[config.mk]
export PLATFORM = sky130hd
export DESIGN_NAME = gpio_bank_regs
export DESIGN_NICKNAME = d
export VERILOG_FILES = /design/src/rtl/gpio_regs_pkg.sv /design/src/rtl/gpio_addr_decode.sv /design/src/rtl/gpio_bank_slice.sv /design/src/rtl/gpio_bank_regs.sv
export SDC_FILE = /design/constraint.sdc
export NUM_CORES = 2
export LEC_CHECK = 0
export BUFFER_PORTS_ARGS = -buffer_cell sky130_fd_sc_hd__buf_4
export CORE_AREA = 2 2 474 476
export DETAILED_ROUTE_END_ITERATION = 12
export DIE_AREA = 0 0 476 478
export PLACE_DENSITY_LB_ADDON = 0.2
export RECOVER_POWER = 50
export REMOVE_ABC_BUFFERS = 1
export SYNTH_ARGS = -nofsm -noshare
export SYNTH_HDL_FRONTEND = slang
export SYNTH_SLANG_ARGS = --single-unit
[constraint.sdc]
create_clock -name clk -period 4 [get_ports clk]
set_input_delay 0.2 -clock clk [delete_from_list [all_inputs] [get_ports clk]]
set_output_delay 0.2 -clock clk [all_outputs]
set_load 0.01 [all_outputs]
[src/rtl/gpio_regs_pkg.sv]
package gpio_regs_pkg;

    localparam int NUM_BANKS    = 4;
    localparam int BANK_W       = 32;
    localparam int LINES        = NUM_BANKS * BANK_W;
    localparam int BANK_IDX_W   = $clog2(NUM_BANKS);
    localparam int N_GROUPS     = 7;
    localparam int GROUP_STRIDE = 12;
    localparam int WINDOW_BYTES = 32'h200;
    localparam int HI_BANK_OFS  = 32'h100;
    localparam int ALT_BASE     = 32'h054;
    localparam int ALT_STRIDE   = 8;

    typedef enum logic [3:0] {
        RK_NONE,
        RK_LEVEL,
        RK_DIR,
        RK_SET,
        RK_CLR,
        RK_RISE,
        RK_FALL,
        RK_EDGE,
        RK_ALT_LO,
        RK_ALT_HI
    } reg_kind_e;

    typedef struct packed {
        reg_kind_e               kind;
        logic [BANK_IDX_W-1:0]   bank;
    } reg_sel_t;

    typedef struct packed {
        logic [BANK_W-1:0] latch;
        logic [BANK_W-1:0] dir;
        logic [BANK_W-1:0] rise;
        logic [BANK_W-1:0] fall;
        logic [BANK_W-1:0] alt_lo;
        logic [BANK_W-1:0] alt_hi;
    } bank_state_t;

    // Group order follows the address map: group g sits at g*GROUP_STRIDE.
    function automatic reg_kind_e kind_of_group(input int g);
        case (g)
            0:       return RK_LEVEL;
            1:       return RK_DIR;
            2:       return RK_SET;
            3:       return RK_CLR;
            4:       return RK_RISE;
            5:       return RK_FALL;
            6:       return RK_EDGE;
            default: return RK_NONE;
        endcase
    endfunction

endpackage

[src/rtl/gpio_addr_decode.sv]
module gpio_addr_decode
    import gpio_regs_pkg::*;
#(
    parameter int ADDR_W = 12
) (
    input  logic [ADDR_W-1:0] addr_i,
    output reg_sel_t          sel_o
);

    logic [31:0] addr_ext;
    assign addr_ext = 32'(addr_i);

    always_comb begin
        sel_o.kind = RK_NONE;
        sel_o.bank = '0;
        if (addr_ext < 32'(WINDOW_BYTES) && addr_ext[1:0] == 2'b00) begin
            // Plain groups: low banks packed, the top bank lifted by HI_BANK_OFS.
            for (int g = 0; g < N_GROUPS; g++) begin
                for (int b = 0; b < NUM_BANKS; b++) begin
                    if (b == NUM_BANKS - 1) begin
                        if (addr_ext == 32'(HI_BANK_OFS + g * GROUP_STRIDE)) begin
                            sel_o.kind = kind_of_group(g);
                            sel_o.bank = BANK_IDX_W'(b);
                        end
                    end else begin
                        if (addr_ext == 32'(g * GROUP_STRIDE + b * 4)) begin
                            sel_o.kind = kind_of_group(g);
                            sel_o.bank = BANK_IDX_W'(b);
                        end
                    end
                end
            end
            // Alternate-function words interleave low/high per bank.
            for (int b = 0; b < NUM_BANKS; b++) begin
                if (addr_ext == 32'(ALT_BASE + b * ALT_STRIDE)) begin
                    sel_o.kind = RK_ALT_LO;
                    sel_o.bank = BANK_IDX_W'(b);
                end
                if (addr_ext == 32'(ALT_BASE + b * ALT_STRIDE + 4)) begin
                    sel_o.kind = RK_ALT_HI;
                    sel_o.bank = BANK_IDX_W'(b);
                end
            end
        end
    end

endmodule

[src/rtl/gpio_bank_slice.sv]
module gpio_bank_slice
    import gpio_regs_pkg::*;
(
    input  logic              clk,
    input  logic              rst_n,
    input  logic              wr_i,
    input  reg_kind_e         kind_i,
    input  logic [BANK_W-1:0] wdata_i,
    output logic [BANK_W-1:0] latch_o,
    output logic [BANK_W-1:0] dir_o,
    output logic [BANK_W-1:0] rise_o,
    output logic [BANK_W-1:0] fall_o,
    output logic [BANK_W-1:0] alt_lo_o,
    output logic [BANK_W-1:0] alt_hi_o
);

    bank_state_t st_d, st_q;

    always_comb begin
        st_d = st_q;
        if (wr_i) begin
            case (kind_i)
                RK_DIR:    st_d.dir    = wdata_i;
                RK_SET:    st_d.latch  = st_q.latch | wdata_i;
                RK_CLR:    st_d.latch  = st_q.latch & ~wdata_i;
                RK_RISE:   st_d.rise   = wdata_i;
                RK_FALL:   st_d.fall   = wdata_i;
                RK_ALT_LO: st_d.alt_lo = wdata_i;
                RK_ALT_HI: st_d.alt_hi = wdata_i;
                default:   st_d = st_q;
            endcase
        end
    end

    always_ff @(posedge clk or negedge rst_n) begin
        if (!rst_n) st_q <= '0;
        else        st_q <= st_d;
    end

    assign latch_o  = st_q.latch;
    assign dir_o    = st_q.dir;
    assign rise_o   = st_q.rise;
    assign fall_o   = st_q.fall;
    assign alt_lo_o = st_q.alt_lo;
    assign alt_hi_o = st_q.alt_hi;

    assert_set_ors_R4: assert property (@(posedge clk) disable iff (!rst_n)
        (wr_i && kind_i == RK_SET) |=> ((latch_o & $past(wdata_i)) == $past(wdata_i)));

    assert_clr_clears_R5: assert property (@(posedge clk) disable iff (!rst_n)
        (wr_i && kind_i == RK_CLR) |=> ((latch_o & $past(wdata_i)) == '0));

    assert_clr_keeps_R5: assert property (@(posedge clk) disable iff (!rst_n)
        (wr_i && kind_i == RK_CLR) |=> ((latch_o & ~$past(wdata_i)) == ($past(latch_o) & ~$past(wdata_i))));

    assert_hold_idle_R10: assert property (@(posedge clk) disable iff (!rst_n)
        !wr_i |=> ($stable(latch_o) && $stable(dir_o)));

endmodule

[src/rtl/gpio_bank_regs.sv]
module gpio_bank_regs
    import gpio_regs_pkg::*;
#(
    parameter int ADDR_W = 12
) (
    input  logic                    clk,
    input  logic                    rst_n,
    input  logic                    bus_rd_i,
    input  logic                    bus_wr_i,
    input  logic [ADDR_W-1:0]       bus_addr_i,
    input  logic [BANK_W-1:0]       bus_wdata_i,
    output logic [BANK_W-1:0]       bus_rdata_o,
    input  logic [LINES-1:0]        pin_in_i,
    input  logic [LINES-1:0]        edge_status_i,
    output logic [LINES-1:0]        pad_out_o,
    output logic [LINES-1:0]        pad_oe_o,
    output logic [LINES-1:0]        rise_en_o,
    output logic [LINES-1:0]        fall_en_o,
    output logic [2*LINES-1:0]      alt_fn_o,
    output logic [LINES-1:0]        edge_clr_o,
    output logic                    level_rd_pulse_o
);

    typedef struct packed {
        logic [BANK_W-1:0] rdata;
        logic              notify;
        logic [LINES-1:0]  clr;
    } front_state_t;

    reg_sel_t sel;

    logic [NUM_BANKS-1:0][BANK_W-1:0] latch_w, dir_w, rise_w, fall_w, alo_w, ahi_w;

    gpio_addr_decode #(.ADDR_W(ADDR_W)) u_decode (
        .addr_i (bus_addr_i),
        .sel_o  (sel)
    );

    for (genvar b = 0; b < NUM_BANKS; b++) begin : g_bank
        logic bank_wr;
        assign bank_wr = bus_wr_i && (sel.bank == BANK_IDX_W'(b));

        gpio_bank_slice u_slice (
            .clk      (clk),
            .rst_n    (rst_n),
            .wr_i     (bank_wr),
            .kind_i   (sel.kind),
            .wdata_i  (bus_wdata_i),
            .latch_o  (latch_w[b]),
            .dir_o    (dir_w[b]),
            .rise_o   (rise_w[b]),
            .fall_o   (fall_w[b]),
            .alt_lo_o (alo_w[b]),
            .alt_hi_o (ahi_w[b])
        );

        assign pad_out_o[b*BANK_W +: BANK_W]        = latch_w[b] & dir_w[b];
        assign pad_oe_o[b*BANK_W +: BANK_W]         = dir_w[b];
        assign rise_en_o[b*BANK_W +: BANK_W]        = rise_w[b];
        assign fall_en_o[b*BANK_W +: BANK_W]        = fall_w[b];
        assign alt_fn_o[2*b*BANK_W +: BANK_W]       = alo_w[b];
        assign alt_fn_o[(2*b+1)*BANK_W +: BANK_W]   = ahi_w[b];
    end

    front_state_t fs_d, fs_q;
    logic [BANK_W-1:0] rd_word;

    always_comb begin
        rd_word = '0;
        for (int b = 0; b < NUM_BANKS; b++) begin
            if (sel.bank == BANK_IDX_W'(b)) begin
                case (sel.kind)
                    RK_LEVEL:  rd_word = (latch_w[b] & dir_w[b]) |
                                         (pin_in_i[b*BANK_W +: BANK_W] & ~dir_w[b]);
                    RK_DIR:    rd_word = dir_w[b];
                    RK_RISE:   rd_word = rise_w[b];
                    RK_FALL:   rd_word = fall_w[b];
                    RK_EDGE:   rd_word = edge_status_i[b*BANK_W +: BANK_W];
                    RK_ALT_LO: rd_word = alo_w[b];
                    RK_ALT_HI: rd_word = ahi_w[b];
                    default:   rd_word = '0;
                endcase
            end
        end
    end

    always_comb begin
        fs_d        = '0;
        fs_d.rdata  = bus_rd_i ? rd_word : '0;
        fs_d.notify = bus_rd_i && (sel.kind == RK_LEVEL);
        if (bus_wr_i && sel.kind == RK_EDGE) begin
            for (int b = 0; b < NUM_BANKS; b++) begin
                if (sel.bank == BANK_IDX_W'(b)) fs_d.clr[b*BANK_W +: BANK_W] = bus_wdata_i;
            end
        end
    end

    always_ff @(posedge clk or negedge rst_n) begin
        if (!rst_n) fs_q <= '0;
        else        fs_q <= fs_d;
    end

    assign bus_rdata_o      = fs_q.rdata;
    assign level_rd_pulse_o = fs_q.notify;
    assign edge_clr_o       = fs_q.clr;

    assert_rdata_idle_zero_R11: assert property (@(posedge clk) disable iff (!rst_n)
        !bus_rd_i |=> (bus_rdata_o == '0));

    assert_notify_on_level_R8: assert property (@(posedge clk) disable iff (!rst_n)
        (bus_rd_i && sel.kind == RK_LEVEL) |=> level_rd_pulse_o);

    assert_no_notify_idle_R8: assert property (@(posedge clk) disable iff (!rst_n)
        !bus_rd_i |=> !level_rd_pulse_o);

    assert_wo_reads_zero_R6: assert property (@(posedge clk) disable iff (!rst_n)
        (bus_rd_i && (sel.kind == RK_SET || sel.kind == RK_CLR)) |=> (bus_rdata_o == '0));

    assert_unmapped_write_R9: assert property (@(posedge clk) disable iff (!rst_n)
        (bus_wr_i && sel.kind == RK_NONE) |=> ($stable(pad_out_o) && $stable(pad_oe_o) &&
                                               $stable(alt_fn_o) && (edge_clr_o == '0)));

    assert_clr_single_bank_R12: assert property (@(posedge clk) disable iff (!rst_n)
        !bus_wr_i |=> (edge_clr_o == '0));

endmodule

After elaboration in Yosys (flattened, before gate mapping)

Index checks and enable logic that the tools add are counted.

Input bits: 304
Logic and storage cells: 190
Output and inout bits: 929
Register bits after elaboration: 929

Reduce and logical (&&, ||, !) cells: 35
Bitwise logic cells: 25
$lt $le $gt $ge: 1
Mux-type cells: 55
Equality and inequality tests: 47

Operators by type and width:

| kind                 | count |
|---|---|
| $pmux 32 s7          | 4 |
| $and 32x32->32       | 12 |
| $mux 32              | 9 |
| $or 32x32->32        | 8 |
| $pmux 32 s2          | 4 |
| $not 32->32          | 5 |
| $eq 12x7->1 const B  | 13 |
| $mux 128             | 1 |
| $eq 12x6->1 const B  | 8 |
| $eq 12x9->1 const B  | 7 |
| $mux 5               | 16 |
| $mux 6               | 9 |
| $eq 12x5->1 const B  | 4 |
| $reduce_and 2->1     | 24 |
| $logic_not 32->1     | 1 |
| $mux 4               | 8 |
| $eq 12x4->1 const B  | 2 |
| $eq 4x3->1 const B   | 4 |
| $eq 12x3->1 const B  | 1 |
| $lt 12x10->1 const B | 1 |
| $mux 3               | 4 |
| $eq 4x2->1 const B   | 2 |
| $eq 4x4->1 const B   | 2 |
| $logic_and 1x1->1    | 7 |
| other kinds (5)      | 7 |

Logic depth before layout (Yosys ltp)

Word-level depth: 45
Gate-level depth with buffers: 14
Gate-level depth less buffers: 8

Cells and area by module

Synthesis repeated with hierarchy kept, for this count alone.

Cells, all modules: 3,772
Area, all modules: 45,247.1 um2

Modules (own cells, without submodules):

| module           | instances | area an instance (um2) | cells each | sequential area each (um2) |
|---|---|---|---|---|
| gpio_bank_slice  | 4         | 7,746.2                | 492        | 4,804.6 |
| gpio_bank_regs   | 1         | 13,618.1               | 1,701      | 4,028.9 |
| gpio_addr_decode | 1         | 644.4                  | 103        | 0.0 |

Worst setup path before layout

No wires, ideal clock.

Path kind: input -> register
Start point: input port bus_addr_i[3]
End point: register g_bank[2].u_slice.st_q, in the netlist g_bank[2].u_slice.dir_o[12]
Setup time: 0.125 ns
Arrival time: 2.539 ns
Path slack: 1.336 ns
Cell stages on the path: 10
Required time: 3.875 ns
Buffers on the path: 3
Path through: buf_2 -> or4b_1 -> nor4_1 -> o311ai_1 -> nand4b_1 -> buf_2 -> nand3_4 -> nor2_2 -> buf_4 -> mux2_2

Cells in the longest elaborated chain, start to end: 40
Elaborated cells between the ends (all ways): 79
Classes of those cells: 1 x order compare; 37 x eq/ne; 37 x mux; 4 x reduce/logical

RTL lines:

| what                                            | line                                           | RTL |
|---|---|---|
| start: declaration                              | gpio_bank_regs.sv:10                           | `input logic [ADDR_W-1:0] bus_addr_i,` |
| $logic_not 32->1 or $eq 12x3->1 (tied branches) | gpio_addr_decode.sv:26                         | `if (addr_ext == 32'(g * GROUP_STRIDE + b * 4)) begin` |
| $mux 3 (2 in series)                            | gpio_addr_decode.sv:26                         |  |
| $mux 3 (on tied branches)                       | gpio_addr_decode.sv:26, gpio_addr_decode.sv:21 |  |
| $mux 3 or $mux 4 (tied branches)                | gpio_addr_decode.sv:21, gpio_addr_decode.sv:26 |  |
| $mux 4 (2 in series)                            | gpio_addr_decode.sv:26                         |  |
| $mux 4 (on tied branches)                       | gpio_addr_decode.sv:26, gpio_addr_decode.sv:21 |  |
| $mux 4 (on tied branches)                       | gpio_addr_decode.sv:21, gpio_addr_decode.sv:26 |  |
| $mux 4 (2 in series)                            | gpio_addr_decode.sv:26                         |  |
| (+21 left out)                                  | -                                              |  |
| $mux 6 (on tied branches)                       | gpio_addr_decode.sv:39, gpio_addr_decode.sv:35 |  |
| $mux 6 (on tied branches)                       | gpio_addr_decode.sv:35, gpio_addr_decode.sv:39 |  |
| $mux 6 (on tied branches)                       | gpio_addr_decode.sv:39, gpio_addr_decode.sv:35 |  |
| $mux 6 (on tied branches)                       | gpio_addr_decode.sv:35, gpio_addr_decode.sv:39 |  |
| $mux 6 (on tied branches)                       | gpio_addr_decode.sv:39, gpio_addr_decode.sv:16 |  |
| $mux 6 (*)                                      | gpio_addr_decode.sv:16                         | `if (addr_ext < 32'(WINDOW_BYTES) && addr_ext[1:0] == 2'b00) begin` |
| $eq 4x2->1 or $logic_and 1x1->1 (tied branches) | gpio_bank_slice.sv:22, gpio_bank_regs.sv:41    |  |
| $reduce_and 2->1 (no source line) (*)           | -                                              |  |
| end signal: assignment                          | gpio_bank_slice.sv:37                          | `else st_q <= st_d;` |
| end: declaration                                | gpio_bank_slice.sv:17                          | `bank_state_t st_d, st_q;` |

Every way passes the cells marked *; elsewhere a longest branch is shown, timed or not.
A chain may end at the register's enable or synchronous reset.

==> key figures <==
Routing
  • Post-route antenna net violation count: 0
  • First-pass detailed-route iteration total: 6
  • Vias: between 30,000 and 40,000
  • Number of remaining DRC errors: 0
  • Vias/cell: around 4.8
  • Wirelength per Cell: 36.7 um
  • Detailed-route wire length: 299,000 um
  • Drt first-iter violations: 3,339

Yosys
  • Simple-gate share of the synthesized area: 11.4%
  • Count of yosys warnings during synthesis: 0
  • Average size of a mapped cell: 11.7 um^2
  • Area fraction of the dominant cell type after synthesis: 53.5%
  • Top cell type by total area after synthesis: sky130_fd_sc_hd__dfrtp_1
  • Post-synth EDFFs: 0
  • Dominant combinational cell family by area after synthesis: multiplexers
  • Arithmetic-cell share of the synthesized area counting full adders, half adders and majority gates: 0.0230%
  • Post-synth design cell area: about 43,000 um^2
  • XOR/XNOR share of the synthesized area: less than 1%
  • Synth Register Bits: 929
  • Most common cell in the netlist: sky130_fd_sc_hd__dfrtp_1
  • Synth Instances: between 3,000 and 4,000
  • Most used flip-flop cell after synthesis: sky130_fd_sc_hd__dfrtp_1
  • Multiplexer share of the synthesized area: 20.0%
  • Synth Area in Compound Gates: about 11%
  • Biggest area contributors in the synthesized netlist: sky130_fd_sc_hd__dfrtp_1 (53%), sky130_fd_sc_hd__mux2_2 (14%), sky130_fd_sc_hd__mux2_1 (5.1%)
  • Top cell types by occurrence after synthesis: sky130_fd_sc_hd__dfrtp_1 (929), sky130_fd_sc_hd__mux2_2 (548), sky130_fd_sc_hd__nand2_1 (463)
  • Proportion of register bits with asynchronous set or reset after synthesis: 100%
  • Sequential element share of the synthesized area: 53.5%
  • Distinct cells, synth: 91

Floorplan
  • Placeable Area: 223,000 um^2
  • Initial standard-cell utilization of the core: 19.5%
  • Chip width: around 480 um
  • Number of top-level pins: 1,233
  • Die Outline Area: roughly 230,000 um^2
  • # rows: approximately 170
  • Die Y-Extent: 478 um

STA
  • Crit share post-route: 94.6%
  • Unrepaired setup endpoints after global routing: false
  • Fmax achieved: 264 MHz
  • Worst slew pin tran: roughly 3100 ps
  • Count of final hold-check violations: 0
  • Number of pins exceeding their max-slew limit in the final report: 69
  • Relative slew slack: -110%
  • Post-route minimum period: 3780 ps
  • Number of setup violations in the final report: 0
  • Setup Skew: between 20 and 25 ps

Placed design
  • Post-DP HPWL: ~220,000 um
  • GPL Wtd Cong: 0.867
  • IO Port Bufs: 1,232

Clocking
  • Reg clk slew, reported paths: 60 ps
  • Root Driver: sky130_fd_sc_hd__clkbuf_16
  • Insertion delay to the later sink of the worst-skew pair: 770 ps
  • TritonCTS clock tree: yes
  • Deepest clock path buffer count: 3
  • Sink count of the clock tree: 929
  • Number of CTS-inserted buffers: 118
  • H-tree level count: 3

Finish
  • Synth-to-Final Area Change: 38.9%
  • Fraction of final layout cells with drive strength greater than 1: 34.4%
  • Final core area utilization: a little over a quarter
  • Nets@finish: roughly 5,300

Critical path
  • WP data arrival: 4440 ps
  • Element type at the critical path end: flip-flop
  • Peak fanout along the critical path: 23
  • Kind of critical path: input pin to flip-flop
  • CP required: roughly 4700 ps
  • Type of origin of the critical path: input pin

Pwr
  • Leakage power figure: ~0.028 uW
  • Peak VDD IR: 0.000317 V
  • Switching Share: between 20% and 30%
  • Cell internal power dissipation: 15,800 uW
  • Clock share of power: 50.1%
  • Part of the power in combinational logic: approximately 5.1%
  • Sequential share of power: roughly 45%
  • Net Sw Power: 5370 uW
  • Power, Total: ~21,000 uW
  • Power per cell area: 350 nW/um^2

Job
  • Maximum Capacitance Violations: 1

Global routing
  • Vias in the first global route: 39,400
  • Antenna violations before repair: 61
  • Overall track demand over capacity in global routing: 25.4%
  • Residual overflow from global routing: 0
  • Pin count of the biggest net entering global routing: a little over 100
  • Wire length of the first global-routing pass: 389,000 um

Min path
  • Class of the tightest hold or removal check: input pin to flip-flop

Run status
  • Failing checks: capacitance limit, slew limit
  • Outcome: finished with violations
==> layout make-up <==
cell class | count | area, um^2
Antenna cell | 24 | 60.1
Multi-Input combinational cell | 2413 | 18700
Sequential cell | 929 | 23200
Clock inverter | 26 | 234
Clock buffer | 182 | 3460
Fill cell | 24100 | 163000
Tap cell | 2992 | 3740
Inverter | 48 | 180
Timing Repair Buffer | 1525 | 10800
==> metrics by stage <==
stage | setup slack [ps] | TNS (ps) | area (um^2) | hold WS [ps] | std cells
2_1_floorplan | -7750 | -1356880 | 41900 | -95.6 | 3390
3_3_place_gp | -486 | -532 | 57500 | 340 | 7806
3_5_place_dp | 56.8 | 0 | 57500 | 306 | 7807
4_1_cts | 153 | 0 | 62200 | 1.58 | 8115
6_report | 216 | 0 | 60400 | 110 | 8139
5_1_grt | 81.6 | 0 | 60400 | 41.7 | 8124
==> cells in the final DEF, fill, tap and decap left out, types with 16 or more instances in the layout <==
master,n
sky130_fd_sc_hd__a211oi_1,17
sky130_fd_sc_hd__a21oi_1,140
sky130_fd_sc_hd__a221o_1,78
sky130_fd_sc_hd__a221oi_1,56
sky130_fd_sc_hd__a222oi_1,28
sky130_fd_sc_hd__a22oi_1,34
sky130_fd_sc_hd__a32o_1,36
sky130_fd_sc_hd__and2_1,144
sky130_fd_sc_hd__buf_12,68
sky130_fd_sc_hd__buf_4,874
sky130_fd_sc_hd__clkbuf_1,514
sky130_fd_sc_hd__clkbuf_16,120
sky130_fd_sc_hd__clkbuf_8,22
sky130_fd_sc_hd__dfrtp_1,929
sky130_fd_sc_hd__diode_2,24
sky130_fd_sc_hd__dlygate4sd3_1,100
sky130_fd_sc_hd__inv_1,48
sky130_fd_sc_hd__mux2_1,198
sky130_fd_sc_hd__mux2_2,548
sky130_fd_sc_hd__mux2i_1,28
sky130_fd_sc_hd__nand2_1,459
sky130_fd_sc_hd__nand3_1,26
sky130_fd_sc_hd__nor2_1,150
sky130_fd_sc_hd__nor2_4,17
sky130_fd_sc_hd__nor2b_1,16
sky130_fd_sc_hd__nor3b_1,55
sky130_fd_sc_hd__o211ai_1,25
sky130_fd_sc_hd__o21ai_0,81
==> routing by layer <==
layer	track usage [%]	share of wire [%]	vias to the layer above
li1	-	-	16100
met1	31.7	41	20700
met2	41.4	47	1900
met3	7.86	8.9	354
met4	8.20	3.5	24
met5	0	0.048	-
==> power groups by stage <==
stage	registers (uW)	logic (uW)	clock network, uW
global route	9490	1150	11200
global placement	9660	1060	0
CTS	9490	1110	10900
floorplan	9650	141	0
finish	9490	1070	10600
detailed placement	9660	1060	0
==> final timing paths <==
kind / start / to / slack [ps] / cells past startpoint
worst max-delay path: bus_addr_i[2] / bus_rdata_o[7]$_DFF_PN0_ / 220 / 13
worst min-delay path: edge_status_i[88] / bus_rdata_o[24]$_DFF_PN0_ / 110 / 5
worst max register to register: flip-flop / bus_rdata_o[21]$_DFF_PN0_ / 590 / 8
worst min register to register: flip-flop / flip-flop / 510 / 1
max in group asynchronous: rst_n / g_bank[0].u_slice.rise_o[18]$_DFFE_PN0P_ / 460 / 3
min in group asynchronous: rst_n / g_bank[1].u_slice.fall_o[16]$_DFFE_PN0P_ / 900 / 2
==> logic make-up after synthesis <==
logic type / count (synthesis)
buffers and inverters: 366
and+or+nand+nor: 997
adders and majority gates: 1
xor gates and xnor gates: 6
AOI/OAI and AO/OA: 635
DFF: 929
muxes: 774
==> critical path: stages <==
cell and delay [ps]:
sky130_fd_sc_hd__buf_4 280, sky130_fd_sc_hd__or4b_1 600, sky130_fd_sc_hd__nor4_2 430, sky130_fd_sc_hd__o311ai_1 190, sky130_fd_sc_hd__nand4b_1 230, sky130_fd_sc_hd__buf_4 500, sky130_fd_sc_hd__buf_4 360, sky130_fd_sc_hd__o211ai_1 130
sky130_fd_sc_hd__o21bai_1 170, sky130_fd_sc_hd__nand3_1 110, sky130_fd_sc_hd__dlygate4sd3_1 540, sky130_fd_sc_hd__o21ai_0 60, sky130_fd_sc_hd__dlygate4sd3_1 560
==> what timing repair did <==
item                                   CTS  global route
hold buffers                           100             0
setup endpoints to repair                0             1
gates resized for setup                  0             1
endpoints found under the hold margin  972             0
buffers inserted                         0             0
Note: power is estimated with default switching activity, not from simulation.
